--- src/rtl/sem_pkg.sv ---
package sem_pkg;

    typedef enum logic [1:0] {
        OWN_NONE  = 2'd0,
        OWN_LEFT  = 2'd1,
        OWN_RIGHT = 2'd2
    } owner_e;

    // per-flag state: request latches (1 = request stored) and current owner
    typedef struct packed {
        logic   want_l;
        logic   want_r;
        owner_e owner;
    } flag_st_t;

    // per-port read capture state
    typedef struct packed {
        logic active;
        logic val;
    } rd_st_t;

endpackage

--- src/rtl/sem_port_dec.sv ---
module sem_port_dec #(
    parameter int NUM_FLAGS = 8,
    parameter int ADDR_W    = 15,
    parameter int DATA_W    = 8,
    localparam int IDX_W    = $clog2(NUM_FLAGS)
) (
    input  logic                 sel,
    input  logic                 ce,
    input  logic                 oe,
    input  logic                 we,
    input  logic [ADDR_W-1:0]    addr,
    input  logic [DATA_W-1:0]    wdata,
    output logic [NUM_FLAGS-1:0] wr_vec,
    output logic                 wbit,
    output logic [IDX_W-1:0]     idx,
    output logic                 rd_ok,
    output logic                 hold
);
    logic wr_en;
    logic unused_bits;

    // memory enable wins over semaphore select: such a cycle is a no-op
    assign wr_en = sel & ~ce & we;
    assign rd_ok = sel & ~ce & oe & ~we;
    assign hold  = sel & oe;
    assign idx   = addr[IDX_W-1:0];
    assign wbit  = wdata[0];
    assign unused_bits = ^{wdata[DATA_W-1:1], addr[ADDR_W-1:IDX_W]};

    for (genvar g = 0; g < NUM_FLAGS; g++) begin : g_wsel
        assign wr_vec[g] = wr_en && (idx == IDX_W'(g));
    end

endmodule

--- src/rtl/sem_flag.sv ---
module sem_flag
    import sem_pkg::*;
(
    input  logic clk,
    input  logic rst_n,
    input  logic wr_l,
    input  logic bit_l,
    input  logic wr_r,
    input  logic bit_r,
    output logic own_l,
    output logic own_r
);
    flag_st_t st_d, st_q;

    always_comb begin
        st_d = st_q;
        if (wr_l) st_d.want_l = ~bit_l;
        if (wr_r) st_d.want_r = ~bit_r;
        unique case (st_q.owner)
            OWN_LEFT: begin
                if (!st_d.want_l) st_d.owner = st_d.want_r ? OWN_RIGHT : OWN_NONE;
            end
            OWN_RIGHT: begin
                if (!st_d.want_r) st_d.owner = st_d.want_l ? OWN_LEFT : OWN_NONE;
            end
            default: begin
                if (st_d.want_l)      st_d.owner = OWN_LEFT;
                else if (st_d.want_r) st_d.owner = OWN_RIGHT;
                else                  st_d.owner = OWN_NONE;
            end
        endcase
    end

    always_ff @(posedge clk or negedge rst_n) begin
        if (!rst_n) st_q <= '{want_l: 1'b0, want_r: 1'b0, owner: OWN_NONE};
        else        st_q <= st_d;
    end

    assign own_l = (st_q.owner == OWN_LEFT);
    assign own_r = (st_q.owner == OWN_RIGHT);


    free_no_req_chk: assert property (@(posedge clk) disable iff (!rst_n)
        (st_q.owner == OWN_NONE) |-> (!st_q.want_l && !st_q.want_r));


    keep_owner_chk: assert property (@(posedge clk) disable iff (!rst_n)
        (st_q.owner == OWN_LEFT && !(wr_l && bit_l)) |=> (st_q.owner == OWN_LEFT));


    handover_chk: assert property (@(posedge clk) disable iff (!rst_n)
        (st_q.owner == OWN_LEFT && wr_l && bit_l && st_q.want_r && !(wr_r && bit_r))
        |=> (st_q.owner == OWN_RIGHT));


    tie_left_chk: assert property (@(posedge clk) disable iff (!rst_n)
        (st_q.owner == OWN_NONE && wr_l && !bit_l && wr_r && !bit_r)
        |=> (st_q.owner == OWN_LEFT && st_q.want_r));

endmodule

--- src/rtl/sem_rd_latch.sv ---
module sem_rd_latch
    import sem_pkg::*;
#(
    parameter int DATA_W = 8
) (
    input  logic              clk,
    input  logic              rst_n,
    input  logic              rd_ok,
    input  logic              hold,
    input  logic              flag_bit,
    output logic [DATA_W-1:0] rdata
);
    rd_st_t st_d, st_q;

    always_comb begin
        st_d = st_q;
        if (!hold) begin
            st_d = '0;
        end else if (rd_ok && !st_q.active) begin
            st_d.active = 1'b1;
            st_d.val    = flag_bit;
        end
    end

    always_ff @(posedge clk or negedge rst_n) begin
        if (!rst_n) st_q <= '0;
        else        st_q <= st_d;
    end

    assign rdata = st_q.active ? {DATA_W{st_q.val}} : '0;


    rdata_form_chk: assert property (@(posedge clk) disable iff (!rst_n)
        (rdata == '0) || (rdata == '1));


    capture_chk: assert property (@(posedge clk) disable iff (!rst_n)
        (rd_ok && hold && !st_q.active) |=> (rdata == {DATA_W{$past(flag_bit)}}));


    held_chk: assert property (@(posedge clk) disable iff (!rst_n)
        (hold && st_q.active) |=> $stable(rdata));

endmodule

--- src/rtl/sem_flags_dual.sv ---
module sem_flags_dual #(
    parameter int NUM_FLAGS = 8,
    parameter int ADDR_W    = 15,
    parameter int DATA_W    = 8
) (
    input  logic              clk,
    input  logic              rst_n,
    input  logic              l_sel,
    input  logic              l_ce,
    input  logic              l_oe,
    input  logic              l_we,
    input  logic [ADDR_W-1:0] l_addr,
    input  logic [DATA_W-1:0] l_wdata,
    output logic [DATA_W-1:0] l_rdata,
    input  logic              r_sel,
    input  logic              r_ce,
    input  logic              r_oe,
    input  logic              r_we,
    input  logic [ADDR_W-1:0] r_addr,
    input  logic [DATA_W-1:0] r_wdata,
    output logic [DATA_W-1:0] r_rdata
);
    localparam int IDX_W = $clog2(NUM_FLAGS);

    logic [NUM_FLAGS-1:0] l_wr_vec, r_wr_vec;
    logic [NUM_FLAGS-1:0] own_l, own_r;
    logic [IDX_W-1:0]     l_idx, r_idx;
    logic                 l_wbit, r_wbit;
    logic                 l_rd_ok, r_rd_ok, l_hold, r_hold;
    logic                 l_flag, r_flag;

    sem_port_dec #(.NUM_FLAGS(NUM_FLAGS), .ADDR_W(ADDR_W), .DATA_W(DATA_W)) i_dec_l (
        .sel(l_sel), .ce(l_ce), .oe(l_oe), .we(l_we), .addr(l_addr), .wdata(l_wdata),
        .wr_vec(l_wr_vec), .wbit(l_wbit), .idx(l_idx), .rd_ok(l_rd_ok), .hold(l_hold)
    );

    sem_port_dec #(.NUM_FLAGS(NUM_FLAGS), .ADDR_W(ADDR_W), .DATA_W(DATA_W)) i_dec_r (
        .sel(r_sel), .ce(r_ce), .oe(r_oe), .we(r_we), .addr(r_addr), .wdata(r_wdata),
        .wr_vec(r_wr_vec), .wbit(r_wbit), .idx(r_idx), .rd_ok(r_rd_ok), .hold(r_hold)
    );

    for (genvar g = 0; g < NUM_FLAGS; g++) begin : g_flag
        sem_flag i_flag (
            .clk(clk), .rst_n(rst_n),
            .wr_l(l_wr_vec[g]), .bit_l(l_wbit),
            .wr_r(r_wr_vec[g]), .bit_r(r_wbit),
            .own_l(own_l[g]), .own_r(own_r[g])
        );
    end

    // active low: a port sees 0 only for a flag it owns
    assign l_flag = ~own_l[l_idx];
    assign r_flag = ~own_r[r_idx];

    sem_rd_latch #(.DATA_W(DATA_W)) i_rd_l (
        .clk(clk), .rst_n(rst_n), .rd_ok(l_rd_ok), .hold(l_hold),
        .flag_bit(l_flag), .rdata(l_rdata)
    );

    sem_rd_latch #(.DATA_W(DATA_W)) i_rd_r (
        .clk(clk), .rst_n(rst_n), .rd_ok(r_rd_ok), .hold(r_hold),
        .flag_bit(r_flag), .rdata(r_rdata)
    );


    exclusive_own_chk: assert property (@(posedge clk) disable iff (!rst_n)
        (own_l & own_r) == '0);


    one_flag_chk: assert property (@(posedge clk) disable iff (!rst_n)
        $onehot0(l_wr_vec) && $onehot0(r_wr_vec));


    illegal_noop_chk: assert property (@(posedge clk) disable iff (!rst_n)
        (l_sel && l_ce && !r_sel) |=> ($stable(own_l) && $stable(own_r)));

endmodule

--- config.mk ---
export PLATFORM = sky130hd
export DESIGN_NAME = sem_flags_dual
export DESIGN_NICKNAME = d
export VERILOG_FILES = /design/src/rtl/sem_pkg.sv /design/src/rtl/sem_port_dec.sv /design/src/rtl/sem_flag.sv /design/src/rtl/sem_rd_latch.sv /design/src/rtl/sem_flags_dual.sv
export SDC_FILE = /design/constraint.sdc
export NUM_CORES = 1
export LEC_CHECK = 0
export CAP_MARGIN = 20
export CORE_MARGIN = 3
export CORE_UTILIZATION = 65
export DETAILED_ROUTE_END_ITERATION = 8
export DONT_BUFFER_PORTS = 1
export PLACE_DENSITY = 0.81
export SYNTH_ARGS = -nofsm -noshare
export SYNTH_HDL_FRONTEND = slang
export SYNTH_HIERARCHICAL = 1
export SYNTH_SLANG_ARGS = --single-unit
--- constraint.sdc ---
create_clock -name clk -period 3.75 [get_ports clk]
set_input_delay 0.1875 -clock clk [delete_from_list [all_inputs] [get_ports clk]]
set_output_delay 0.1875 -clock clk [all_outputs]
set_load 0.1 [all_outputs]
# ---- Word-level counts from Yosys, hierarchy flattened
# Index checks and enable logic that the tools add are counted.
dict set report op_classes {
  muxes 74
  n_reduce_logical 30
  n_eq_ne 48
  order_cmp 2
  bitwise_logic 18
}
# cell n
set ops {}
lappend ops {{2-to-1 mux 2 bit} 36}
lappend ops {{!= test 2 bit, second input constant} 18}
lappend ops {{one-hot mux 2 bit (2 select lines)} 8}
lappend ops {{2-to-1 mux 1 bit} 26}
lappend ops {{== test 3 bit, second input constant} 8}
lappend ops {{logical AND 1 bit} 18}
lappend ops {{== test 2 x 1 -> 1 bit, second input constant} 8}
lappend ops {{== test 2 bit, second input constant} 8}
lappend ops {{2-to-1 mux 8 bit} 2}
lappend ops {{AND reduction 2 bit} 8}
lappend ops {{== test 3 x 2 -> 1 bit, second input constant} 4}
lappend ops {{AND 1 bit} 10}
lappend ops {{< comparator 3 x 4 -> 1 bit, second input constant} 2}
lappend ops {{NOT 1 bit} 8}
lappend ops {{binary-select mux 1 bit (select 3 bit)} 2}
lappend ops {{== test 3 x 1 -> 1 bit, second input constant} 2}
lappend ops {{zero test 3 bit} 2}
lappend ops {{zero test 1 bit} 2}
dict set report word_totals {
  regBits 36
}

# ---- Logic depth before layout (Yosys ltp)
# Gate-level depths: netlist (run 1).
dict set report logic_depth {
  ltp_word 8
  mapped_depth 6
  ltp_nobuf 6
}

# ---- Modules after synthesis
# The synthesis (run 1) kept the hierarchy.
# module cells_per_inst n_inst area_per_inst_um2
set by_module_without_submodules {}
lappend by_module_without_submodules {sem_flag 21 8 219.0}
lappend by_module_without_submodules {sem_rd_latch 15 2 148.9}
lappend by_module_without_submodules {sem_port_dec 20 2 126.4}
lappend by_module_without_submodules {sem_flags_dual 6 1 121.4}

# ---- Worst setup path before layout (run 1)
# Ideal clock, no wire load.
dict set report synth_timing {
  kind {input-to-reg}
  start {input l_ce}
  end {register g_flag[4].i_flag/st_q[1] (netlist name)}
  n_path_buf 0
  setup_slack_ps 2204
  cell_stages 5
  arrival_ps 1425
  path_cell_list {or3b_1 -> nor3_2 -> mux2i_2 -> o31ai_1 -> a32o_1}
}
# item line
set synth_rtl {}
lappend synth_rtl {{start: declaration} sem_flags_dual.sv:9} ;# input logic l_ce,
lappend synth_rtl {{end signal: assignment} sem_flag.sv:35} ;# if (!rst_n) st_q <= '{want_l: 1'b0, want_r: 1'b0, owner: OWN_NONE};
lappend synth_rtl {{end signal: assignment} sem_flag.sv:36} ;# else st_q <= st_d;
lappend synth_rtl {{end: declaration} sem_flag.sv:13} ;# flag_st_t st_d, st_q;

# ---- Worst setup path in the final report (run 1)
dict set report layout_timing {
  start {register i_rd_r/st_q[1] (netlist name)}
  end {output r_rdata[7]}
}
dict set report layout_via {
  elab_chain_cells 1
}
# item line
set layout_rtl {}
lappend layout_rtl {{start: declaration} sem_rd_latch.sv:13} ;# rd_st_t st_d, st_q;
lappend layout_rtl {{start signal: assignment} sem_rd_latch.sv:27} ;# else st_q <= st_d;
lappend layout_rtl {{2-to-1 mux 8 bit} sem_rd_latch.sv:30} ;# assign rdata = st_q.active ? {DATA_W{st_q.val}} : '0;
lappend layout_rtl {{end: declaration} sem_flags_dual.sv:21} ;# output logic [DATA_W-1:0] r_rdata
# No other way between the ends.

==> impl_metrics.csv, run 1 <==
group,metric,value,unit
critical_path,critPathCaptureType,"output pin",
floorplanning,die-area,4500,sq um
layout,nNetsFinal,306,
synthesis,ys_types,22,
global_routing,grt_overflow,0,
timing,worst_pin_slew,884,ps
cts,clk_pin_slew,80,ps
critical_path,reg2reg_setup_slack,2070,ps
critical_path,rr_worst_depth,6,
timing,timing.final.hold_violations,0,
cts,clkLatencyLatePin,290,ps
routing,finalWirelength,4050,um
critical_path,reg2reg_from,"g_flag[1].i_flag/st_q[1]",
global_routing,grt_use_total,0.205,
routing,vias,1619,
timing,slew_viol_final,0,
flow_run,maxCapViolCount,0,
power_and_ir_drop,p_leak,1.12,nW
critical_path,crit_start,"i_rd_r/st_q[1]",
synthesis,ys_warn_count,6,
global_routing,grt_max_degree,37,
floorplanning,rows,21,
power_and_ir_drop,p_per_area,603,nW/um^2
floorplanning,start_util,0.699,
critical_path,crit_required,3560,ps
power_and_ir_drop,vdd_drop_max,0.318,mV
global_routing,antenna_found_initial,0,
placement,dpl_cell_area,2380,sq um
synthesis,syn-cell-area,2420,sq um
cts,cts_root_buf,"clkbuf_8",
timing,rsz0062_at_grt,"no",
cts,clock_sinks,36,
layout,finalInstanceArea,2500,sq um
routing,drc_errors,0,
global_routing,grt_pass1_wl,6800,um
floorplanning,die_h,67.1,um
placement,dp_hpwl,3020,um
layout,antenna_cells,0,
timing,post-route-period-util,0.586,
synthesis,ys_seq_area_frac,0.372,
routing,drt_pass1_iterations,4,
critical_path,critPathLaunchType,"flop",
global_routing,grt_pass1_vias,1509,
synthesis,synthCells,244,
synthesis,syn_avg_cell_area,9.93,sq um
worst_hold_path,worstHoldStart,"l_wdata[0]",
floorplanning,io_pins,72,
timing,setup_tns,0,ps
cts,clk_path_buf_depth,2,
timing,max-slew-margin-rel,0.414,
worst_hold_path,hold_depth,1,
critical_path,timing.rr.end,"i_rd_l/st_q[0]",
placement,routabilityCongestion,0.798,
critical_path,path_class,"flop to output pin",
layout,area_growth,3.10,%
floorplanning,die_x,67.1,um
worst_hold_path,hold_class,"input pin to flop",
cts,cts_buffers,5,
cts,h-tree-depth,2,
timing,skew,11.7,ps
cts,cts_tree,"done",
routing,post_drt_via_cell_ratio,5.76,
critical_path,cp_data_arrival_time,2010,ps
layout,drive_gt1_frac,0.123,
critical_path,worstPathMaxFanout,5,
timing,period_minus_slack,2200,ps
power_and_ir_drop,finalPower,0.00151,W
routing,ant_nets,0,
cts,postCtsSetupBuffers,0,
timing,finalSetupViolations,0,
worst_hold_path,holdPathEnd,"g_flag[1].i_flag/st_q[3]",
routing,drt_iter0_markers,81,
status,status,"finished clean",
floorplanning,coreArea,3470,sq um
routing,wl_per_cell,14.4,um
placement,io_buffers,0,
synthesis,synth_seq_cells,36,
synthesis,synth_nets,316,
timing,max_freq,455,MHz
## worst max-delay path by stage
stage	to	slack, ps	cells after the start
2_1_floorplan	g_flag[4].i_flag/st_q[1]	2200	5
3_3_place_gp	r_rdata[7]	1880	2
3_5_place_dp	r_rdata[7]	1880	2
4_1_cts	r_rdata[7]	1540	2
5_1_grt	r_rdata[1]	1500	2
6_report	r_rdata[7]	1550	2
## state kept, by name (all words and copies together), names as in the netlist
signal,count
i_rd_l/st_q,2
g_flag.i_flag/st_q,32
i_rd_r/st_q,2
## repair_timing
item | 4_1_cts | 5_1_grt
hold buffers | 2 | 0
gates resized for setup | 0 | 0
hold endpoints to repair | 36 | 0
## synthesized netlist by cell type (all sizes together)
master / count / share of area
a22o: 8 / 0.029
a32o: 16 / 0.066
and2: 4 / 0.012
buf: 22 / 0.068
dfrtp: 36 / 0.37
ha: 16 / 0.083
inv: 32 / 0.050
mux2i: 20 / 0.095
mux4: 4 / 0.042
nand2: 22 / 0.034
nand3: 2 / 0.0041
nand3b: 4 / 0.012
nor2: 36 / 0.056
nor2b: 2 / 0.011
nor3: 4 / 0.012
nor4bb: 2 / 0.0083
o21a: 2 / 0.0062
o31ai: 8 / 0.025
or3b: 4 / 0.014
## worst max-delay path: stages, from the launching register on
cell and delay [ps]:
dfrtp_1 410, and2_4 770, buf_16 520
## routing by layer
metal	wire (um)	vias up	track usage
li1	-	810	-
met1	1930	772	0.261
met2	1840	32	0.329
met3	229	5	0.0658
met4	52	0	0.0633
met5	0	-	0
## through the flow
| stage | hold WS [ps] | setup WS, ps | util | cells |
|---|---|---|---|---|
| floorplan | -108 | 2200 | - | 244 |
| global placement | -107 | 1880 | 0.687 | 271 |
| detailed placement | -107 | 1880 | 0.687 | 271 |
| CTS | 17.0 | 1540 | 0.720 | 281 |
| global route | 24.2 | 1500 | 0.720 | 281 |
| finish | 31.7 | 1550 | 0.720 | 281 |
## area by class of cell
type                    instances  area, sq um
repair buffers                  5         92.6
multi-input cells             154         1240
fillers                       267          970
inverters                      32          120
well taps                      46         57.6
clock inverters                 3         18.8
flip-flops and latches         36          901
clock buffers                   5         68.8
## cell families (layout without fill, tap and decap cells)
group / after synthesis / count (layout) / synth area share
multiplexers: 24 / 24 / 0.137
buffers and inverters: 54 / 45 / 0.118
AND/OR/NAND/NOR: 80 / 80 / 0.165
adder cells (fa/ha/maj): 16 / 16 / 0.0826
flip-flops: 36 / 36 / 0.372
AO/OA/AOI/OAI: 34 / 34 / 0.126
## report_power, final
group / internal [W] / switching (W) / total (W)
combinational: 0.000332 / 0.000335 / 0.000667
sequential: 0.000494 / 0.0000686 / 0.000563
clock: 0.000129 / 0.000147 / 0.000276
total: 0.000955 / 0.000551 / 0.00151
## cells in the final DEF (no fill, tap or decap)
cell / instances
mux2i_2: 8
clkinv_4: 1
nor4bb_1: 2
clkinv_2: 2
nor2_1: 36
buf_12: 1
a22o_1: 8
and2_2: 2
nor3_2: 2
mux4_2: 1
nand3b_1: 4
or3b_1: 4
clkbuf_8: 5
a32o_1: 16
o21a_1: 2
and2_4: 2
buf_4: 1
inv_1: 32
o31ai_1: 8
mux4_1: 3
dfrtp_1: 36
nand3_1: 2
mux2i_1: 12
dlygate4sd3_1: 1
ha_1: 16
nor3_1: 2
nand2_1: 22
buf_16: 2
nor2b_4: 2
Note: power is estimated with default switching activity, not from simulation.
==> inputs of run 2 (changes only) <==
--- a/config.mk
+++ b/config.mk
@@ -5,12 +5,13 @@
 export SDC_FILE = /design/constraint.sdc
 export NUM_CORES = 1
 export LEC_CHECK = 0
+export ABC_AREA = 1
 export CAP_MARGIN = 20
 export CORE_MARGIN = 3
-export CORE_UTILIZATION = 65
+export CORE_UTILIZATION = 64
 export DETAILED_ROUTE_END_ITERATION = 8
 export DONT_BUFFER_PORTS = 1
-export PLACE_DENSITY = 0.81
+export PLACE_DENSITY = 0.8
 export SYNTH_ARGS = -nofsm -noshare
 export SYNTH_HDL_FRONTEND = slang
 export SYNTH_HIERARCHICAL = 1
==> constraint.sdc (replaced) <==
create_clock -name clk -period 2.2 [get_ports clk]
set_input_delay 0.11 -clock clk [delete_from_list [all_inputs] [get_ports clk]]
set_output_delay 0.11 -clock clk [all_outputs]
set_load 0.1 [all_outputs]
==> impl_metrics.csv, run 2 <==
group,metric,value,unit
placement,preCtsSetupSlack,896,ps
layout,antenna_cells,0,
routing,vias,2363,
synthesis,async_flop_share,1.00,
critical_path,reg2reg_from,"g_flag[1].i_flag/st_q[0]",
floorplanning,die_x,72.5,um
critical_path,path_class,"flop to output pin",
critical_path,critPathCaptureType,"output pin",
cts,cts_buffers,5,
layout,fin_util,0.708,
timing,period_minus_slack,1620,ps
worst_hold_path,worstHoldStart,"r_we",
placement,routabilityCongestion,0.850,
routing,drt_pass1_iterations,4,
routing,ant_nets,0,
cts,ctsResizeCount,0,
synthesis,yosysTopAreaCellShare,0.318,
routing,drt_iter0_markers,98,
synthesis,synth_seq_cells,36,
floorplanning,start_util,0.683,
floorplanning,rows,23,
flow_run,maxCapViolCount,0,
cts,clk_path_buf_depth,2,
routing,post_drt_via_cell_ratio,5.03,
global_routing,grt_use_total,0.240,
synthesis,ys_dominant_reg_cell,"dfrtp_1",
layout,largest_reg_flops,32,
synthesis,ys_seq_area_frac,0.318,
critical_path,reg2reg_setup_slack,940,ps
critical_path,crit_family,"buffers and inverters",
cts,clkLatencyLatePin,300,ps
synthesis,synthCells,428,
layout,top_regs,"g_flag.i_flag/st_q x32, i_rd_l/st_q x2, i_rd_r/st_q x2",
layout,nFillCells,374,
layout,layout_commonest_cell,"nand2_1",
global_routing,grt_pass1_wl,9890,um
synthesis,syn-cell-area,2830,sq um
synthesis,ys_types,15,
cts,clk_pin_slew,70,ps
synthesis,yosysMostFrequentCell,"nand2_1",
cts,postCtsSetupBuffers,0,
layout,drive_gt1_frac,0.138,
status,status,"finished clean",
floorplanning,die_h,72.5,um
synthesis,synth_common_cells,"nand2_1 (126), inv_1 (90), nor2_1 (42)",
timing,rsz0062_at_grt,"no",
critical_path,worstPathMaxFanout,3,
layout,regArea,901,sq um
cts,clock_sinks,36,
synthesis,synth_edf_count,0,
critical_path,worst_path_max_delay_cell,"buf_4",
cts,cts_tree,"done",
critical_path,rr_worst_depth,9,
critical_path,crit_required,2090,ps
layout,multi_input_area,1390,sq um
routing,finalWirelength,5480,um
layout,final-instance-count-excl-fill,470,
timing,skew,4.65,ps
timing,post-route-period-util,0.737,
critical_path,cpPeakStageDelay,510,ps
timing,finalSetupViolations,0,
global_routing,grt_max_degree,37,
critical_path,cp_data_arrival_time,1510,ps
power_and_ir_drop,p_leak,1.61,nW
timing,setup_tns,0,ps
global_routing,antenna_found_initial,0,
power_and_ir_drop,p_per_area,980,nW/um^2
placement,placedCellCount,460,
global_routing,grt_overflow,0,
floorplanning,coreArea,4140,sq um
worst_hold_path,hold_class,"input pin to flop",
synthesis,ys_warn_count,6,
timing,setup_ws,579,ps
critical_path,critPathLaunchType,"flop",
critical_path,crit_buf_inv,2,
floorplanning,die-area,5260,sq um
cts,cts_root_buf,"clkbuf_8",
layout,area_growth,3.71,%
routing,drc_errors,0,
critical_path,crit_chain,"nand2_1 > inv_8 > buf_4",
worst_hold_path,hold_depth,3,
layout,nNetsFinal,491,
placement,dp_hpwl,4190,um
floorplanning,io_pins,72,
synthesis,synth_top_area_cell,"dfrtp_1",
power_and_ir_drop,vdd_drop_max,0.705,mV
layout,final_cell_mix,"nand2_1 (126), inv_1 (88), nor2_1 (42)",
synthesis,synth_nets,500,
worst_hold_path,holdPathEnd,"i_rd_r/st_q[0]",
timing,worst_pin_slew,546,ps
timing,fin_hold_ws,25.9,ps
routing,wl_per_cell,11.7,um
timing,max_freq,617,MHz
placement,io_buffers,0,
layout,top_register,"g_flag.i_flag/st_q",
synthesis,yosys-top-cells-area,"dfrtp_1 (32%), nand2_1 (17%), inv_1 (12%)",
timing,timing.final.hold_violations,0,
critical_path,timing.rr.end,"i_rd_r/st_q[0]",
global_routing,grt_pass1_vias,2382,
timing,max-slew-margin-rel,0.639,
cts,h-tree-depth,2,
cts,ctsHoldBuffers,2,
synthesis,syn_avg_cell_area,6.61,sq um
timing,slew_viol_final,0,
## run 2: changes by cell type after synthesis, sizes merged, moves of 8 or more
cell	change
inv	+68
mux2i	-20
nand3	+46
a32o	-16
nand2	+112
o31ai	-8
o21ai	+8
o21a	+8
nor2	+14
a22o	-8
## run 2: power by group
part	total, W	internal [W]	switching [W]
registers	0.000996	0.000856	0.000140
logic	0.00130	0.000514	0.000786
clock network	0.000579	0.000336	0.000243
## run 2: logic make-up (layout without fill, tap and decap cells)
| kind of cell | Yosys count | after routing | share of synthesized area |
|---|---|---|---|
| fa+ha+maj | 16 | 16 | 0.0707 |
| simple gates | 236 | 236 | 0.369 |
| compound gates | 18 | 18 | 0.0513 |
| flops | 36 | 36 | 0.318 |
| buf+inv | 122 | 114 | 0.191 |
## run 2: cell type report
class | instances | area share
clock buffers | 6 | 0.0247
clock inverters | 2 | 0.0119
inverters | 100 | 0.133
multi-input cells | 270 | 0.473
flip-flops and latches | 36 | 0.307
well taps | 50 | 0.0213
repair buffers | 6 | 0.0290
## run 2: worst max-delay path by stage
stage	endpoint	cells after the start	from
floorplan	l_rdata[1]	3	i_rd_l/st_q[1]
global placement	l_rdata[1]	3	i_rd_l/st_q[1]
detailed placement	r_rdata[0]	3	i_rd_r/st_q[1]
CTS	r_rdata[0]	3	i_rd_r/st_q[1]
global route	l_rdata[7]	3	i_rd_l/st_q[1]
finish	r_rdata[0]	3	i_rd_r/st_q[1]
## run 2: through the flow
stage	power (W)	cell area (sq um)
finish	0.00288	2940
floorplan	0.00205	2830
detailed placement	0.00229	2800
CTS	0.00289	2940
global route	0.00316	2940
global placement	0.00221	2800
## run 2: worst min-delay path, stage by stage
cell and delay (ps):
nor3_1 50, nand4_1 80, nand2_1 50
## run 2: metal layers
| layer | part of all wire | vias to the layer above | global-route usage |
|---|---|---|---|
| met5 | 0 | - | 0 |
| met3 | 0.058 | 10 | 0.0776 |
| met2 | 0.50 | 45 | 0.416 |
| li1 | - | 1234 | - |
| met1 | 0.42 | 1074 | 0.267 |
| met4 | 0.023 | 0 | 0.107 |
